$ cat src/rtl/masked_irq_collector.sv
module masked_irq_collector #(
  parameter int NSRC = 8
) (
  input  logic            clk,
  input  logic            rst_n,
  input  logic [NSRC-1:0] post_vec,
  input  logic [NSRC-1:0] clr_vec,
  input  logic            host_we,
  input  logic [1:0]      host_sel,
  input  logic [7:0]      host_wdata,
  output logic [7:0]      host_rdata,
  output logic            irq_out
);
  localparam logic [1:0] SEL_MASK = 2'd0;
  localparam logic [1:0] SEL_STAT = 2'd1;
  localparam logic [1:0] SEL_ACK  = 2'd2;

  logic [NSRC-1:0] pend_q, en_q, pend_d, en_d, ack_hit;
  logic            ack_wr, mask_wr;

  assign ack_wr  = host_we && (host_sel == SEL_ACK);
  assign mask_wr = host_we && (host_sel == SEL_MASK);

  for (genvar i = 0; i < NSRC; i++) begin : g_ack
    assign ack_hit[i] = ack_wr && (host_wdata[3:0] == 4'(i));
  end

  assign en_d   = mask_wr ? ~host_wdata[NSRC-1:0] : en_q;
  assign pend_d = (pend_q & ~clr_vec & ~ack_hit) | post_vec;

  always_ff @(posedge clk or negedge rst_n) begin
    if (!rst_n) begin
      pend_q  <= '0;
      en_q    <= '0;
      irq_out <= 1'b0;
    end else begin
      pend_q  <= pend_d;
      en_q    <= en_d;
      irq_out <= |(pend_d & en_d);
    end
  end

  always_comb begin
    host_rdata = '0;
    case (host_sel)
      SEL_MASK: host_rdata[NSRC-1:0] = ~en_q;
      SEL_STAT: host_rdata[NSRC-1:0] = pend_q;
      default:  host_rdata = '0;
    endcase
  end
endmodule


$ cat config.mk
export PLATFORM = sky130hd
export DESIGN_NAME = masked_irq_collector
export DESIGN_NICKNAME = d
export VERILOG_FILES = /design/src/rtl/masked_irq_collector.sv
export SDC_FILE = /design/constraint.sdc
export NUM_CORES = 1
export LEC_CHECK = 0
export BUFFER_PORTS_ARGS = -buffer_cell sky130_fd_sc_hd__buf_4
export CORE_MARGIN = 4
export CORE_UTILIZATION = 47
export DETAILED_ROUTE_END_ITERATION = 7
export GPL_TIMING_DRIVEN = 0
export PLACE_DENSITY = 0.78
export SYNTH_ARGS = -nofsm -noshare
export SYNTH_HDL_FRONTEND = slang
export SYNTH_SLANG_ARGS = --single-unit
$ cat constraint.sdc
create_clock -name clk -period 1.61 [get_ports clk]
set_input_delay 0.322 -clock clk [delete_from_list [all_inputs] [get_ports clk]]
set_output_delay 0.322 -clock clk [all_outputs]
set_load 0.03 [all_outputs]
### Word-level counts from Yosys, hierarchy flattened

Cells that the tools add are included.
W data, S select, Z words.

* register bits after elaboration: 17
* input port bits: 29
* output and inout port bits: 9
* word-level logic and storage cells: 35

* equal/unequal tests: 9
* muxes and demuxes: 2
* bitwise logic cells: 8
* reductions and logical operators: 13

Operator list (count)
* $not A8 Y8: 4
* $and A8 B8 Y8: 3
* $eq A4 B3 Y1 const B: 4
* $pmux W8 S2: 1
* $logic_and A1 B1 Y1: 10
* $eq A4 B2 Y1 const B: 2
* $mux W8: 1
* $or A8 B8 Y8: 1
* $reduce_or A8 Y1: 1
* $eq A4 B1 Y1 const B: 1
* $logic_not A4 Y1: 1
* $eq A2 B1 Y1 const B: 1
* $eq A2 B2 Y1 const B: 1
* $logic_not A2 Y1: 1

### Depth between registers and ports, before layout

* depth after elaboration: 8
* gate-level depth with buffers: 5
* mapped depth without buffers: 4

### Worst setup path after synthesis

Ideal clock, no wire load.

* path type: in2reg
* start point: in host_sel[1]
* end point: reg irq_out
* setup time: 0.139 ns
* arrival: 1.652 ns
* setup slack: -0.181 ns
* stages: 5
* buffers on the path: 1
* cells stage by stage: or3b_1 > clkbuf_1 > mux2i_1 > a22o_1 > or4_1

* elaborated cells on any way between the ends: 18

RTL lines
* from (decl): RTL line 9 `input logic [1:0] host_sel,`
* $logic_not A2 Y1: RTL line 22 `assign mask_wr = host_we && (host_sel == SEL_MASK);`
* $logic_and A1 B1 Y1: RTL line 22
* $mux W8: RTL line 28 `assign en_d = mask_wr ? ~host_wdata[NSRC-1:0] : en_q;`
* named net en_d[1]: RTL line 18 `logic [NSRC-1:0] pend_q, en_q, pend_d, en_d, ack_hit;`
* $and A8 B8 Y8: RTL line 39 `irq_out <= |(pend_d & en_d);`
* $reduce_or A8 Y1: RTL line 39
* to (signal assigned): RTL line 39
* to (decl): RTL line 12 `output logic irq_out`

The timed path passes the listed nets, and every way through them passes these cells.

### Worst setup path after layout

* start point: in host_wdata[3]
* end point: reg irq_out

* longest elaborated chain between the ends: 7
* elaborated cells on any way between the ends: 23

Ends and longest elaborated chain
* from (decl): RTL line 10 `input logic [7:0] host_wdata,`
* $eq A4 B1 Y1 (tied with other cells): RTL line 25 `assign ack_hit[i] = ack_wr && (host_wdata[3:0] == 4'(i));`
* $logic_and A1 B1 Y1: RTL line 25
* $not A8 Y8: RTL line 29 `assign pend_d = (pend_q & ~clr_vec & ~ack_hit) | post_vec;`
* $and A8 B8 Y8: RTL line 29
* $or A8 B8 Y8: RTL line 29
* $and A8 B8 Y8 (*): RTL line 39
* $reduce_or A8 Y1 (*): RTL line 39

Mark *: on every way between the ends. The rest lies on a longest branch, timed or not.

==> flow_summary.json <==
{
  "arrival_ps": 1790,
  "synth_fp_nets": 132,
  "status": "finished, violations left",
  "cts.sink_count": 17,
  "grt_overflow": 0,
  "crit-reg2reg-launch": "pend_q[5]",
  "drv_cap": 0,
  "grt_max_degree": 18,
  "die_y_um": 53.3,
  "yosys_warnings": 0,
  "ys_seq_area_share_pct": 44.2,
  "synth_xor_area_share_pct": 0,
  "p_leak_nw": 0.686,
  "synth-edff-count": 0,
  "cts_max_path_buffers": 2,
  "cp_max_fo": 9,
  "synth-seq-cells": 17,
  "placed_area_sq_um": 1290,
  "ys.flop_type": "dfrtp_1",
  "portBuffers": 37,
  "hold_path_class": "in2reg",
  "ys_types": 26,
  "cts-buffers-inserted": 3,
  "synth_top_family_by_area": "simple AND/OR/NAND/NOR gates",
  "clk_pin_slew_worst_paths_ps": 100,
  "drt-wirelength-per-cell_um": 15.1,
  "vias": 933,
  "cp_slowest_stage_delay_ps": 540,
  "slowest_stage": "or4b_1",
  "layout.nets": 179,
  "area_growth_pct": 49.6,
  "end_kind": "flip-flop",
  "fin_crit_ps": 1630,
  "ir_worst_vdd_mv": 0.637,
  "hpwl_um": 1970,
  "min_to": "en_q[7]",
  "fin_crit_sh_pct": 101,
  "yosys.area_share.simple_pct": 26.2,
  "dieWidth_um": 53.3,
  "cts_tree": "done",
  "synth_top_area_share_pct": 44.2,
  "hold_viol_final": 0,
  "power_density_nw_per_um2": 763,
  "syn_area_sq_um": 963,
  "netlist_top_cells_area": "dfrtp_1 (44%), nor2_1 (7.4%), mux2i_1 (7.3%)",
  "setup_viol": 1,
  "drtAntennaViolNets": 0,
  "grt_pass1_wl_um": 4300,
  "row_count": 16,
  "path_delay_family": "simple AND/OR/NAND/NOR gates",
  "fin_worst_skew_ps": 2.21,
  "critPathBufInv": 1,
  "drive_gt1_share_pct": 37.6,
  "yosysMostFrequentCell": "nor2_1",
  "post-place-ws_ps": -449,
  "cp_cell_sequence": "buf_4 > or4b_1 > o22ai_2 > o32ai_1 > or4_1",
  "synth.avg_cell_area_sq_um": 9.35,
  "drc_errors": 0,
  "tightest_slew_ps": 284,
  "grtUsageTotal_pct": 21.2,
  "routed_wl_um": 2660,
  "min_from": "host_wdata[7]",
  "reg2reg_depth": 4,
  "yosys.area.top_type": "dfrtp_1",
  "synth_commonest_cells": "nor2_1 (19), dfrtp_1 (17), inv_1 (14)",
  "clk_latency_ps": 280,
  "gp_congestion": 0.786,
  "maxSlewViolCount": 0,
  "antenna_found_initial": 0,
  "final_area_sq_um": 1440,
  "drt_iter0_markers": 9,
  "viasPerCell": 5.30,
  "violations": "setup timing",
  "critical_path_class": "in2reg",
  "first_pass_iters": 4,
  "clock.fmax_mhz": 615,
  "reg2reg_slack_ps": 110,
  "worstHoldPathCells": 2,
  "grt_pass1_vias": 959,
  "worst_slack_ps": -16.0,
  "die_area_sq_um": 2840,
  "async_flop_share_pct": 100,
  "setup.worst_path.start_class": "input pin",
  "muxShareOfSynthArea_pct": 7.27,
  "root_buffer": "clkbuf_4",
  "r2r-end": "irq_out",
  "relSlewSlack_pct": 80.8,
  "start_util_pct": 49.1,
  "cts.htree.levels": 1,
  "synthCells": 103,
  "core_area_sq_um": 1960,
  "synth_compound_area_share_pct": 14.2,
  "synth_fa_ha_area_share_pct": 0,
  "num_antenna_cells": 0,
  "rsz0062_at_grt": "yes",
  "crit_required_ps": 1770,
  "ios": 38
}
==> kinds of logic after synthesis <==
family                 count (synthesis)
multiplexers                           7
buffers and inverters                 18
AO/OA/AOI/OAI                         20
flip-flops                            17
AND/OR/NAND/NOR                       41
==> final cells by class <==
type	count	area [sq um]
timing repair buffer	42	337
buffer	4	43.8
multi-input combinational	68	522
clock buffer	3	22.5
clock inverter	1	5.00
tap	27	33.8
sequential	17	425
inverter	14	52.6
fill	154	520
==> worst reg2reg max path, cell delays in order (launching register included) <==
cell and delay, ps:
dfrtp_1 390, nor2b_1 130, a2bb2oi_1 140, a22o_1 240, or4_1 500
==> layer usage <==
metal	GRT usage, %	up-vias	wire length (um)	part of all wire (%)
met5	0	-	0	0
met4	8.09	0	10	0.38
met3	2.54	2	101	3.8
met2	38.6	22	1470	55
met1	25.0	457	1080	41
li1	-	452	-	-
==> layout by cell type (no fill, tap or decap), types with 3 or more instances in the layout <==
cell type and n:
a21oi_1 9, a2bb2oi_1 3, buf_4 36, buf_6 7
clkbuf_4 4, dfrtp_1 17, inv_1 14, mux2i_1 5
nor2_1 19, nor2b_1 7
==> sequential cells by signal, indices dropped and copies added, names as in the netlist <==
name,cells
en_q,8
pend_q,8
irq_out,1
==> where the power goes <==
| part | switching [mW] | internal [mW] |
|---|---|---|
| clock | 0.137 | 0.0921 |
| sequential | 0.0309 | 0.480 |
| combinational | 0.183 | 0.176 |
| total | 0.351 | 0.748 |
==> per-stage QoR <==
step	TNS, ps	power [mW]	hold WS, ps	cells	utilization [%]
floorplan	-141	0.695	26.4	103	-
global placement	-1380	0.826	196	167	65.8
detailed placement	-1630	0.838	195	167	65.8
CTS	0	1.09	243	176	72.7
global route	-32.0	1.16	247	176	73.5
finish	-16.0	1.10	245	176	73.5
==> timing repair <==
item | 4_1_cts | 5_1_grt
hold buffers | 1 | 0
endpoints found under the setup margin | 9 | 3
setup buffers | 4 | 0
endpoints found under the hold margin | 17 | 0
pin swaps | 5 | 0
gates resized for setup | 13 | 4
==> how the worst max path moves through the flow <==
stage	start	endpoint	slack [ps]	depth (start not counted)
finish	host_wdata[3]	irq_out	-20	5
global placement	host_sel[0]	irq_out	-410	6
CTS	host_wdata[3]	irq_out	2	5
floorplan	host_sel[0]	irq_out	-140	5
global route	host_wdata[3]	irq_out	-30	5
detailed placement	host_sel[0]	irq_out	-450	6
(Power assumes the default switching activity.)
